--- config.mk ---
export PLATFORM = sky130hd
export DESIGN_NAME = serial_rx_core
export DESIGN_NICKNAME = d
export VERILOG_FILES = /design/src/rtl/serial_rx_pkg.sv /design/src/rtl/serial_rx_frame.sv /design/src/rtl/serial_rx_regs.sv /design/src/rtl/serial_rx_core.sv
export SDC_FILE = /design/constraint.sdc
export NUM_CORES = 1
export LEC_CHECK = 0
export ABC_AREA = 0
export BUFFER_PORTS_ARGS = -buffer_cell sky130_fd_sc_hd__clkbuf_2
export CORE_ASPECT_RATIO = 0.8
export CORE_MARGIN = 2
export CORE_UTILIZATION = 54
export CTS_CLUSTER_SIZE = 20
export DETAILED_ROUTE_END_ITERATION = 7
export PLACE_DENSITY = 0.81
export RECOVER_POWER = 25
export SETUP_SLACK_MARGIN = 0.4
export SLEW_MARGIN = 20
export SYNTH_ARGS = -nofsm -noshare
export SYNTH_HDL_FRONTEND = slang
export SYNTH_SLANG_ARGS = --single-unit
--- constraint.sdc ---
create_clock -name clk -period 2.05 [get_ports clk]
set_input_delay 0.615 -clock clk [delete_from_list [all_inputs] [get_ports clk]]
set_output_delay 0.615 -clock clk [all_outputs]
set_load 0.02 [all_outputs]
--- src/rtl/serial_rx_pkg.sv ---
package serial_rx_pkg;
    localparam int DATA_W = 8;
    localparam int OSR    = 16;
    localparam int CNT_W  = $clog2(OSR);
    localparam int IDX_W  = $clog2(DATA_W);
    localparam int MIN_BITS = 5;

    typedef enum logic [2:0] {
        RX_IDLE,
        RX_START,
        RX_DATA,
        RX_PAR,
        RX_STOP
    } rx_state_e;
endpackage

--- src/rtl/serial_rx_frame.sv ---
module serial_rx_frame
    import serial_rx_pkg::*;
(
    input  logic              clk,
    input  logic              rst_n,
    input  logic              clr,
    input  logic              tick,
    input  logic              line_i,
    input  logic [1:0]        word_len,
    input  logic              par_en,
    input  logic              par_odd,
    output logic              done_o,
    output logic [DATA_W-1:0] word_o,
    output logic              perr_o,
    output logic              ferr_o
);
    localparam logic [CNT_W-1:0] MID_CNT  = CNT_W'(OSR/2 - 1);
    localparam logic [CNT_W-1:0] LAST_CNT = CNT_W'(OSR - 1);

    typedef struct packed {
        rx_state_e         st;
        logic [CNT_W-1:0]  cnt;
        logic [IDX_W-1:0]  idx;
        logic [DATA_W-1:0] sh;
        logic              pacc;
        logic              last;
        logic [1:0]        sync;
        logic              done;
        logic [DATA_W-1:0] word;
        logic              perr;
        logic              ferr;
    } frame_s;

    localparam frame_s FRAME_RST = '{st: RX_IDLE, cnt: '0, idx: '0, sh: '0,
                                     pacc: 1'b0, last: 1'b1, sync: 2'b11,
                                     done: 1'b0, word: '0, perr: 1'b0,
                                     ferr: 1'b0};

    frame_s s_d, s_q;

    logic [IDX_W:0]    nbits;
    logic              smp;
    logic [DATA_W-1:0] sh_in;

    assign nbits = (IDX_W+1)'(MIN_BITS) + (IDX_W+1)'(word_len);
    assign smp   = s_q.sync[1];
    assign sh_in = {smp, s_q.sh[DATA_W-1:1]};

    always_comb begin
        s_d      = s_q;
        s_d.done = 1'b0;
        s_d.sync = {s_q.sync[0], line_i};
        if (tick) begin
            case (s_q.st)
                RX_IDLE: begin
                    s_d.last = smp;
                    if (s_q.last && !smp) begin
                        s_d.st  = RX_START;
                        s_d.cnt = '0;
                    end
                end
                RX_START: begin
                    if (s_q.cnt == MID_CNT) begin
                        s_d.cnt  = '0;
                        s_d.idx  = '0;
                        s_d.pacc = 1'b0;
                        if (!smp) begin
                            s_d.st = RX_DATA;
                        end else begin
                            s_d.st   = RX_IDLE;
                            s_d.last = 1'b1;
                        end
                    end else begin
                        s_d.cnt = s_q.cnt + 1'b1;
                    end
                end
                RX_DATA: begin
                    if (s_q.cnt == LAST_CNT) begin
                        s_d.cnt  = '0;
                        s_d.sh   = sh_in;
                        s_d.pacc = s_q.pacc ^ smp;
                        if ({1'b0, s_q.idx} == nbits - 1'b1) begin
                            s_d.st = par_en ? RX_PAR : RX_STOP;
                        end else begin
                            s_d.idx = s_q.idx + 1'b1;
                        end
                    end else begin
                        s_d.cnt = s_q.cnt + 1'b1;
                    end
                end
                RX_PAR: begin
                    if (s_q.cnt == LAST_CNT) begin
                        s_d.cnt  = '0;
                        s_d.pacc = s_q.pacc ^ smp;
                        s_d.st   = RX_STOP;
                    end else begin
                        s_d.cnt = s_q.cnt + 1'b1;
                    end
                end
                RX_STOP: begin
                    if (s_q.cnt == LAST_CNT) begin
                        s_d.cnt  = '0;
                        s_d.done = 1'b1;
                        s_d.ferr = !smp;
                        s_d.perr = par_en && (s_q.pacc != par_odd);
                        s_d.word = s_q.sh >> (DATA_W - int'(nbits));
                        s_d.st   = RX_IDLE;
                        s_d.last = smp;
                    end else begin
                        s_d.cnt = s_q.cnt + 1'b1;
                    end
                end
                default: s_d.st = RX_IDLE;
            endcase
        end
        if (clr) begin
            s_d      = FRAME_RST;
            s_d.sync = {s_q.sync[0], line_i};
        end
    end

    always_ff @(posedge clk or negedge rst_n) begin
        if (!rst_n) s_q <= FRAME_RST;
        else        s_q <= s_d;
    end

    assign done_o = s_q.done;
    assign word_o = s_q.word;
    assign perr_o = s_q.perr;
    assign ferr_o = s_q.ferr;
endmodule

--- src/rtl/serial_rx_regs.sv ---
module serial_rx_regs
    import serial_rx_pkg::*;
(
    input  logic              clk,
    input  logic              rst_n,
    input  logic              clr,
    input  logic              done_i,
    input  logic [DATA_W-1:0] word_i,
    input  logic              perr_i,
    input  logic              ferr_i,
    input  logic              stat_rd,
    input  logic              data_rd,
    output logic [DATA_W-1:0] data_o,
    output logic              full_o,
    output logic              ovr_o,
    output logic              ferr_o,
    output logic              perr_o
);
    typedef struct packed {
        logic [DATA_W-1:0] data;
        logic              full;
        logic              ovr;
        logic              armed;
        logic              ferr;
        logic              perr;
    } regs_s;

    localparam regs_s REGS_RST = '{data: '0, full: 1'b0, ovr: 1'b0,
                                   armed: 1'b0, ferr: 1'b0, perr: 1'b0};

    regs_s r_d, r_q;
    logic  still_full;

    assign still_full = r_q.full && !data_rd;

    always_comb begin
        r_d = r_q;
        if (data_rd) begin
            r_d.full = 1'b0;
            if (r_q.armed) begin
                r_d.ovr   = 1'b0;
                r_d.armed = 1'b0;
            end
        end
        if (stat_rd && r_q.ovr && !(data_rd && r_q.armed)) begin
            r_d.armed = 1'b1;
        end
        if (done_i) begin
            r_d.ferr = ferr_i;
            r_d.perr = perr_i;
            if (still_full) begin
                r_d.ovr = 1'b1;
            end else begin
                r_d.data = word_i;
                r_d.full = 1'b1;
            end
        end
        if (clr) r_d = REGS_RST;
    end

    always_ff @(posedge clk or negedge rst_n) begin
        if (!rst_n) r_q <= REGS_RST;
        else        r_q <= r_d;
    end

    assign data_o = r_q.data;
    assign full_o = r_q.full;
    assign ovr_o  = r_q.ovr;
    assign ferr_o = r_q.ferr;
    assign perr_o = r_q.perr;
endmodule

--- src/rtl/serial_rx_core.sv ---
module serial_rx_core
    import serial_rx_pkg::*;
(
    input  logic              clk,
    input  logic              rst_n,
    input  logic              tick16,
    input  logic              rxd,
    input  logic              tx_serial,
    input  logic [1:0]        word_len,
    input  logic              par_en,
    input  logic              par_odd,
    input  logic              echo_en,
    input  logic              rx_irq_en,
    input  logic              prog_reset,
    input  logic              stat_rd,
    input  logic              data_rd,
    output logic [DATA_W-1:0] rx_data,
    output logic              rx_full,
    output logic              overrun,
    output logic              frame_err,
    output logic              parity_err,
    output logic              irq,
    output logic              txd_out
);
    logic              f_done;
    logic [DATA_W-1:0] f_word;
    logic              f_perr;
    logic              f_ferr;

    serial_rx_frame u_frame (
        .clk      (clk),
        .rst_n    (rst_n),
        .clr      (prog_reset),
        .tick     (tick16),
        .line_i   (rxd),
        .word_len (word_len),
        .par_en   (par_en),
        .par_odd  (par_odd),
        .done_o   (f_done),
        .word_o   (f_word),
        .perr_o   (f_perr),
        .ferr_o   (f_ferr)
    );

    serial_rx_regs u_regs (
        .clk     (clk),
        .rst_n   (rst_n),
        .clr     (prog_reset),
        .done_i  (f_done),
        .word_i  (f_word),
        .perr_i  (f_perr),
        .ferr_i  (f_ferr),
        .stat_rd (stat_rd),
        .data_rd (data_rd),
        .data_o  (rx_data),
        .full_o  (rx_full),
        .ovr_o   (overrun),
        .ferr_o  (frame_err),
        .perr_o  (parity_err)
    );

    assign irq     = rx_full && rx_irq_en;
    assign txd_out = echo_en ? rxd : tx_serial;
endmodule

==> results of run 1 <==
==> routing by layer <==
| metal | share of wire [%] | GRT usage [%] |
|---|---|---|
| met3 | 7.1 | 5.29 |
| met4 | 2.2 | 9.75 |
| met2 | 49 | 36.3 |
| met1 | 42 | 30.7 |
| met5 | 0 | 0 |
==> worst max-delay path by stage <==
| stage | depth (start not counted) | startpoint | slack [ns] | to |
|---|---|---|---|---|
| after CTS | 3 | echo_en | 0.29 | txd_out |
| final | 3 | echo_en | 0.30 | txd_out |
| after detailed placement | 5 | prog_reset | 0.1 | u_frame.s_q[29]$_DFFE_PN0P_ |
| after global routing | 5 | u_frame.s_q[26]$_DFFE_PN0P_ | 0.29 | u_frame.s_q[32]$_DFFE_PN0P_ |
| after global placement | 5 | prog_reset | 0.14 | u_frame.s_q[29]$_DFFE_PN0P_ |
| after floorplan | 5 | prog_reset | 0.35 | u_frame.s_q[31]$_DFFE_PN0P_ |
==> flip-flops by register name (all words and copies together), names as in the netlist <==
register and count:
u_frame.perr_o 1, u_regs.full_o 1, u_regs.data_o 8, u_regs.ferr_o 1, u_frame.ferr_o 1, u_regs.ovr_o 1, u_frame.word_o 8, u_regs.r_q 1
u_regs.perr_o 1, u_frame.done_o 1, u_frame.s_q 22
==> per-stage QoR <==
step | utilization [%] | total power [mW] | hold slack [ns]
6_report | 67.0 | 2.30 | 0.359
5_1_grt | 67.0 | 2.38 | 0.361
4_1_cts | 63.9 | 2.14 | 0.275
3_5_place_dp | 59.8 | 1.52 | 0.348
3_3_place_gp | 59.8 | 1.50 | 0.348
2_1_floorplan | - | 1.39 | 0.319
==> report_power, final <==
part           switching (mW)  internal (mW)  leakage, nW
registers              0.0656          0.958        0.624
clock network           0.317          0.240       0.0441
logic                   0.390          0.326        0.787
total                   0.772           1.52         1.45
==> critical path, stage by stage <==
cell and delay, ns:
buf_6 0.09, mux2_4 0.29, buf_8 0.13
==> cells in the mapped netlist, types with 2 or more instances <==
master	n
inv_1	6
nand4_1	5
nand2b_1	4
nor2_1	31
dfrtp_1	43
nand2_1	19
xor2_1	3
buf_4	8
clkbuf_1	7
dfstp_2	3
or3_1	2
a211oi_1	2
buf_2	5
mux2_2	6
mux2i_1	25
o41ai_1	2
a32o_1	2
o31ai_1	3
ha_1	2
buf_1	2
nor2b_1	6
nand3_1	4
a21boi_0	2
o21ai_0	8
nor3_1	2
a22oi_1	2
a22o_1	3
a21oi_1	10
and2_1	2
==> layout make-up <==
type / instances / share of cell area, %
inverters: 6 / 0.745
flip-flops and latches: 46 / 38.3
well taps: 60 / 2.48
clock inverters: 3 / 0.703
clock buffers: 5 / 2.28
multi-input cells: 173 / 43.5
repair buffers: 52 / 12.0
==> cell usage in the layout (no fill, tap or decap), types with 2 or more instances in the layout <==
cell type	n
dfrtp_2	3
a21oi_1	10
nand2b_1	4
mux2_2	5
a211oi_1	2
nor2_1	30
inv_1	5
buf_12	2
clkbuf_1	2
o31ai_1	2
clkbuf_2	23
xor2_1	3
nor3_1	2
buf_4	22
or2_4	2
a32o_1	2
and2_1	2
nor2b_1	5
o21ai_1	2
o41ai_2	2
nand2_1	19
dfstp_2	3
dfrtp_1	40
nand3_1	4
o21ai_0	6
clkbuf_8	5
mux2i_1	25
nand4_1	5
a22o_1	3
==> cell families (layout without fill, tap and decap cells) <==
kind of cell / count (synthesis) / count (layout) / synth area share (%)
compound gates: 50 / 50 / 14.7
xor+xnor: 3 / 3 / 1.05
fa+ha+maj: 2 / 2 / 1.00
buf+inv: 29 / 66 / 6.12
flops: 46 / 46 / 46.3
mux: 32 / 32 / 13.6
simple gates: 86 / 86 / 17.2
==> what timing repair did <==
action	in CTS	in global routing
pin swaps	4	4
setup endpoints to repair	28	20
endpoints found under the hold margin	0	0
gates cloned	0	0
buffers inserted	5	6
resized for setup	15	19
==> key figures, run 1 <==
Setup path
  • R2R depth: 4
  • Setup crit end kind: output pin
  • Worst Path Max Fanout: 1
  • Worst EP arrival: 1.13 ns
  • Worst flop-to-flop path startpoint: u_frame.s_q[30]$_DFFE_PN0P_
  • CP Launch Type: input pin
  • Worst EP required: 1.43 ns
  • Reg-to-reg setup timing slack: 0.30 ns
  • Crit path kind: input pin to output pin
  • R2r endpoint: u_frame.s_q[26]$_DFFE_PN0P_

Timing
  • Post-layout min period: 1.75 ns
  • TNS Setup: 0 ns
  • Max frequency: 573 MHz
  • Final worst setup slack: 0.304 ns
  • Final Slew Violations: 0
  • RSZ-0062 raised after global routing: yes
  • Skew final: 0.00580 ns
  • Final Setup Violations: 0
  • Slew HR: 27.2%
  • Final period util: 85.2%
  • Final Hold Viols: 0
  • Worst-margin pin slew: 1.09 ns

Synth
  • Synthesized area: 0.00249 mm2
  • Seq cells post-synth: 46
  • Register area share after synthesis: 46.3%
  • Post-synth EDFFs: 0
  • Synth Warn #: 0
  • Post-synthesis instance total: 248
  • Syn Area/Cell: 10.1 um2
  • Area leader, netlist: dfrtp_1
  • Post-synthesis async set-or-reset flop share: 100%
  • Net Count, Synth: 264
  • Post-synth cell types: 58
  • Most used DFF post-synth: dfrtp_1
  • Post-synth top area share: 43.2%
  • Top cells by area, synth: dfrtp_1, mux2i_1, nor2_1, dfstp_2, nand2_1

Run
  • Max-Cap Viols: 0

Placed design
  • Setup WS pre-CTS: 0.0997 ns
  • Post-Place Cells: 326
  • Port bufs: 27
  • DP Area: 0.00270 mm2
  • RD Place Congestion: 0.895
  • DPL Wire Length: 3910 um

Final layout
  • Final instance area: 0.00302 mm2
  • Ant diodes: 0
  • Multi-input logic area: 0.00132 mm2
  • Layout cell share with drive strength beyond 1: 32.6%
  • Area Growth Syn to Fin: 21.3%
  • # fillers: 341
  • Post-route insts no fill: 345
  • Sequential cell area: 0.00116 mm2
  • Nets: 300

Routing
  • Mean number of vias per cell: 6.12
  • Total routed wirelength: 6160 um
  • DR iter-0 viols: 248
  • Wire length per cell: 17.9 um
  • Antenna Nets Post-Route: 0
  • Post-route DRC: 0
  • Via Count: 2,113
  • Drt first pass iters: 5

Floorplan
  • Core box area: 0.00451 mm2
  • Core Rows: 22
  • Die area: 0.00518 mm2
  • IO Pins: 28
  • Die width: 80.0 um
  • Starting Density: 55.2%
  • Die Ht: 64.8 um

Clocking
  • Clk Latency, worst-skew pair: 0.30 ns
  • Num CTS Buffers: 5
  • Cts hold-fix bufs: 0
  • Root buffer cell: clkbuf_8
  • Clock Sinks: 46
  • CTS clk-pin slew, worst paths: 0.08 ns
  • CTS tree: done
  • Max Buffers Root-to-Sink: 2
  • H-tree levels: 2

Hold path
  • Hold path start: u_frame.s_q[11]$_DFF_PN1_
  • Hold Path Class: flip-flop to flip-flop
  • Hold Path Cell Cnt: 0
  • Hold Crit Endpoint: u_frame.s_q[12]$_DFF_PN1_

GRT
  • Vias in the first global route: 1,945
  • Total gr overflow: 0
  • First-pass GRT wire length: 9180 um
  • Initial antenna violation count: 0
  • Largest net degree at the start of global routing: 30
  • Total Routing Usage GR: 23.1%

Pwr
  • Leakage: 1.45 nW
  • Peak supply drop: 0.418 mV
  • PD cells: 759 mW/mm2

Run status
  • Run status: finished clean
Note: power is estimated with default switching activity, not from simulation.
==> run 2: changes to the inputs <==
--- a/config.mk
+++ b/config.mk
@@ -8,7 +8,7 @@
 export ABC_AREA = 0
 export BUFFER_PORTS_ARGS = -buffer_cell sky130_fd_sc_hd__clkbuf_2
 export CORE_ASPECT_RATIO = 0.8
-export CORE_MARGIN = 2
+export CORE_MARGIN = 4
 export CORE_UTILIZATION = 54
 export CTS_CLUSTER_SIZE = 20
 export DETAILED_ROUTE_END_ITERATION = 7
==> run 2 against run 1 <==
Effect of this change:
- clock skew rose by 0.0075 ns
- via count is 2.7% lower
- final cell count fell by 0.87%
- fmax down 1.5%
- sequential cell count unchanged
- sequential share of layout area grew 0.38 points
- clock-buffer cell count is the same
- largest cell class unchanged
- total power decreased by 1.3%
- global-route usage down 2.7 points
==> key figures, run 2 (same netlist as run 1, synthesis figures left out) <==
Placed design
  • Post-Place Cells: 323
  • DP Area: 0.00270 mm2
  • Setup WS pre-CTS: 0.121 ns
  • RD Place Congestion: 0.907
  • Port bufs: 27
  • DPL Wire Length: 3780 um

Setup path
  • Worst EP required: 2.25 ns
  • CP max stage delay: 0.47 ns
  • Setup crit end kind: flip-flop
  • CP Launch Type: flip-flop
  • Critical path cell sequence: or3_4 > o211ai_1 > a21boi_1 > nor4_1
  • Cell at the slowest stage of the critical path: dfrtp_2
  • Worst Path Max Fanout: 6
  • Crit path kind: flip-flop to flip-flop
  • Worst EP arrival: 1.98 ns

Hold path
  • Hold Path Class: flip-flop to flip-flop

Floorplan
  • Die area: 0.00578 mm2
  • Die Ht: 68.8 um
  • IO Pins: 28
  • Core Rows: 21
  • Core box area: 0.00431 mm2
  • Starting Density: 57.9%
  • Die width: 84.0 um

GRT
  • Total gr overflow: 0
  • Total Routing Usage GR: 20.4%
  • GR Util met2: 30.2%
  • Met3 Use GR: 5.11%
  • Initial antenna violation count: 0
  • First-pass GRT wire length: 9140 um
  • M1 GR Usage: 28.3%
  • Largest net degree at the start of global routing: 47
  • Most used routing layer: met2
  • Vias in the first global route: 1,875

Routing
  • Wire length per cell: 17.2 um
  • Mean number of vias per cell: 6.01
  • Drt first pass iters: 4
  • DR iter-0 viols: 231
  • Via Count: 2,057
  • Antenna Nets Post-Route: 0
  • Post-route DRC: 0
  • Total routed wirelength: 5890 um

Timing
  • Skew final: 0.0133 ns
  • Final hold slack: 0.362 ns
  • Slew HR: 26.1%
  • Max frequency: 564 MHz
  • Final worst setup slack: 0.277 ns
  • TNS Setup: 0 ns
  • Worst-margin pin slew: 1.11 ns
  • Post-layout min period: 1.77 ns
  • Final Setup Violations: 0
  • Final Slew Violations: 0
  • Final period util: 86.5%
  • Final Hold Viols: 0
  • RSZ-0062 raised after global routing: yes

Clocking
  • Cts hold-fix bufs: 0
  • Root buffer cell: clkbuf_8
  • Max Buffers Root-to-Sink: 2
  • CTS tree: done
  • Clk Latency, worst-skew pair: 0.31 ns
  • Num CTS Buffers: 5
  • H-tree levels: 2
  • CTS clk-pin slew, worst paths: 0.09 ns
  • Clock Sinks: 46

Final layout
  • Ant diodes: 0
  • Layout cell share with drive strength beyond 1: 33.7%
  • Area Growth Syn to Fin: 20.1%
  • Sequential cell area: 0.00116 mm2
  • Commonest non-fill, non-tap cell in the layout: dfrtp_1
  • Post-route insts no fill: 342
  • Post-layout util: 69.5%
  • # fillers: 317
  • Leading cell types in the layout, fill and taps excluded: dfrtp_1, nor2_1, mux2i_1, clkbuf_2, buf_4
  • Final instance area: 0.00299 mm2
  • Most flops, register: u_frame.s_q
  • Multi-input logic area: 0.00131 mm2
  • Max FFs per register: 22
  • Nets: 300

Pwr
  • Peak supply drop: 0.428 mV
  • Design Power: 2.27 mW
  • Leakage: 1.45 nW
  • PD cells: 757 mW/mm2

Run status
  • Run status: finished clean

Run
  • Max-Cap Viols: 0
run 2: final timing paths:
check | start | to | slack (ns) | depth (start not counted)
worst max-delay path | u_frame.s_q[30]$_DFFE_PN0P_ | u_frame.s_q[26]$_DFFE_PN0P_ | 0.28 | 4
worst min-delay path | u_frame.s_q[11]$_DFF_PN1_ | u_frame.s_q[12]$_DFF_PN1_ | 0.36 | 0
worst max register to register | u_frame.s_q[30]$_DFFE_PN0P_ | u_frame.s_q[26]$_DFFE_PN0P_ | 0.28 | 4
worst min register to register | u_frame.s_q[11]$_DFF_PN1_ | u_frame.s_q[12]$_DFF_PN1_ | 0.36 | 0
max in group asynchronous | rst_n | u_frame.s_q[32]$_DFFE_PN0P_ | 0.71 | 2
min in group asynchronous | rst_n | u_frame.s_q[28]$_DFFE_PN0P_ | 0.59 | 2
run 2: repair_timing:
item                                    in CTS  in global routing
endpoints found under the setup margin      12                 25
pin swaps                                    2                  8
buffers inserted                             4                  7
gates resized for setup                     15                 23
gates cloned                                 0                  0
run 2: worst max-delay path, delay by kind of cell (launching register included):
kind | cells | cell delay (ns)
compound gates | 2 | 0.44
flops | 1 | 0.47
simple gates | 2 | 0.74
run 2: cell type report:
class,instances,area share [%]
timing repair buffer,52,11.3
multi-input combinational,173,43.8
clock inverter,3,0.710
clock buffer,5,2.30
inverter,6,0.752
sequential,46,38.7
tap,57,2.38
run 2: metal layers:
layer  vias to the layer above  wire length (um)  share of wire, %
met2                       100              2610                44
met5                         -                 0                 0
li1                        956                 -                 -
met3                        14               436               7.4
met4                         0               140               2.4
met1                       987              2710                46
run 2: where the power goes:
part	leakage, nW	internal [mW]	switching, mW
registers	0.624	0.958	0.0637
logic	0.777	0.311	0.367
clock network	0.0441	0.240	0.327
total	1.45	1.51	0.758
==> run 3: changes to the inputs <==
==> constraint.sdc (replaced) <==
create_clock -name clk -period 2.3 [get_ports clk]
set_input_delay 0.69 -clock clk [delete_from_list [all_inputs] [get_ports clk]]
set_output_delay 0.69 -clock clk [all_outputs]
set_load 0.02 [all_outputs]
==> run 3 against run 2 <==
Effect of this change:
- register-to-register slack gained 0.18 ns
- sequential share of layout area up 3.1 points
- combinational power is 36% lower
- sequential cell count stayed put
- core utilization decreased by 5.2 points
- largest cell class unchanged
- final cell count is 4.7% lower
- first-iteration DRC count fell by 44%
- die area is the same
- clock skew down 0.0061 ns
==> key figures, run 3 (same netlist as run 1, synthesis figures left out) <==
Floorplan
  • Core box area: 0.00431 mm2
  • Die Ht: 68.8 um
  • Die width: 84.0 um
  • IO Pins: 28
  • Starting Density: 57.9%
  • Die area: 0.00578 mm2
  • Core Rows: 21

Clocking
  • CTS clk-pin slew, worst paths: 0.09 ns
  • Num CTS Buffers: 5
  • CTS tree: done
  • Root buffer cell: clkbuf_8
  • Max Buffers Root-to-Sink: 2
  • Cts hold-fix bufs: 0
  • Clk Latency, worst-skew pair: 0.30 ns
  • H-tree levels: 2
  • Clock Sinks: 46

Timing
  • TNS Setup: 0 ns
  • Slew HR: 39.8%
  • Post-layout min period: 1.90 ns
  • Max frequency: 528 MHz
  • Final Slew Violations: 0
  • Final Hold Viols: 0
  • Final period util: 82.4%
  • Worst-margin pin slew: 0.902 ns
  • Final hold slack: 0.334 ns
  • Skew final: 0.00722 ns
  • Final Setup Violations: 0
  • RSZ-0062 raised after global routing: yes

Setup path
  • Worst EP arrival: 1.21 ns
  • Worst Path Max Fanout: 1
  • CP max stage delay: 0.29 ns
  • Setup crit end kind: output pin
  • Crit path kind: input pin to output pin
  • Cell at the slowest stage of the critical path: mux2_4
  • R2R depth: 4
  • Critical path cell sequence: buf_6 > mux2_4 > buf_8
  • CP Launch Type: input pin
  • Worst EP required: 1.61 ns

Pwr
  • Leakage: 1.34 nW
  • PD cells: 663 mW/mm2
  • Peak supply drop: 0.339 mV

Final layout
  • Max FFs per register: 22
  • Ant diodes: 0
  • Leading cell types in the layout, fill and taps excluded: dfrtp_1, nor2_1, mux2i_1
  • Post-layout util: 64.3%
  • Most flops, register: u_frame.s_q
  • Nets: 284
  • Commonest non-fill, non-tap cell in the layout: dfrtp_1
  • Layout cell share with drive strength beyond 1: 23.4%
  • Area Growth Syn to Fin: 11.0%

Placed design
  • RD Place Congestion: 0.967
  • DPL Wire Length: 3590 um
  • Port bufs: 27

GRT
  • Initial antenna violation count: 0
  • First-pass GRT wire length: 8630 um
  • Vias in the first global route: 1,770
  • Total Routing Usage GR: 18.9%
  • Total gr overflow: 0
  • Largest net degree at the start of global routing: 39

Run status
  • Run status: finished clean

Routing
  • Total routed wirelength: 5060 um
  • Mean number of vias per cell: 5.90
  • Via Count: 1,925
  • Post-route DRC: 0
  • DR iter-0 viols: 130
  • Drt first pass iters: 4
  • Antenna Nets Post-Route: 0
  • Wire length per cell: 15.5 um

Run
  • Max-Cap Viols: 0

Hold path
  • Hold Path Class: input pin to asynchronous set/reset pin
-- run 3: cell types whose count changed in the layout (fill, tap and decap cells not counted), sizes merged --
cell    change
buf        -15
clkbuf      -1
-- run 3: cell type report --
cell class / instances / area (um2)
flip-flops and latches: 46 / 1160
multi-input cells: 173 / 1210
fillers: 355 / 1540
well taps: 57 / 71.3
clock buffers: 5 / 68.8
inverters: 6 / 22.5
repair buffers: 36 / 214
clock inverters: 3 / 21.3
-- run 3: critical path, delay by kind of cell --
family,cells,cell delay (ns)
buffers and inverters,2,0.22
muxes,1,0.29
-- run 3: path summary, 6_finish.rpt --
| check | start | end | slack, ns |
|---|---|---|---|
| max in group asynchronous | rst_n | u_frame.s_q[15]$_DFFE_PN0P_ | 0.70 |
| min | rst_n | u_frame.s_q[26]$_DFFE_PN0P_ | 0.33 |
| min in group clk | u_frame.s_q[11]$_DFF_PN1_ | u_frame.s_q[12]$_DFF_PN1_ | 0.36 |
| max reg2reg | u_frame.s_q[31]$_DFFE_PN0P_ | u_frame.s_q[29]$_DFFE_PN0P_ | 0.46 |
| max | echo_en | txd_out | 0.40 |
| min reg2reg | u_frame.s_q[11]$_DFF_PN1_ | u_frame.s_q[12]$_DFF_PN1_ | 0.36 |
-- run 3: repair_timing --
action                     4_1_cts  5_1_grt
pin swaps                        0        1
setup endpoints to repair        2       16
gates resized for setup          4        9
setup buffers                    0        0
-- run 3: routing by layer --
metal  vias to the layer above  routed length [um]  GRT usage [%]
met4                         0                  45           5.42
met1                       917                2440           27.4
met2                        74                2170           28.3
li1                        929                   -              -
met3                         5                 414           4.51
met5                         -                   0              0
-- run 3: power by group --
part           switching, mW  internal (mW)  total [mW]
Sequential            0.0619          0.852       0.914
Combinational          0.249          0.186       0.435
Clock                  0.273          0.214       0.486
-- run 3: stage by stage --
stage	instances	power [mW]	instance area, um2	setup WS (ns)
floorplan	248	1.23	2490	0.426
global placement	318	1.33	2650	0.144
detailed placement	318	1.34	2650	0.105
CTS	326	1.84	2750	0.386
global route	326	1.93	2770	0.373
finish	326	1.84	2770	0.405
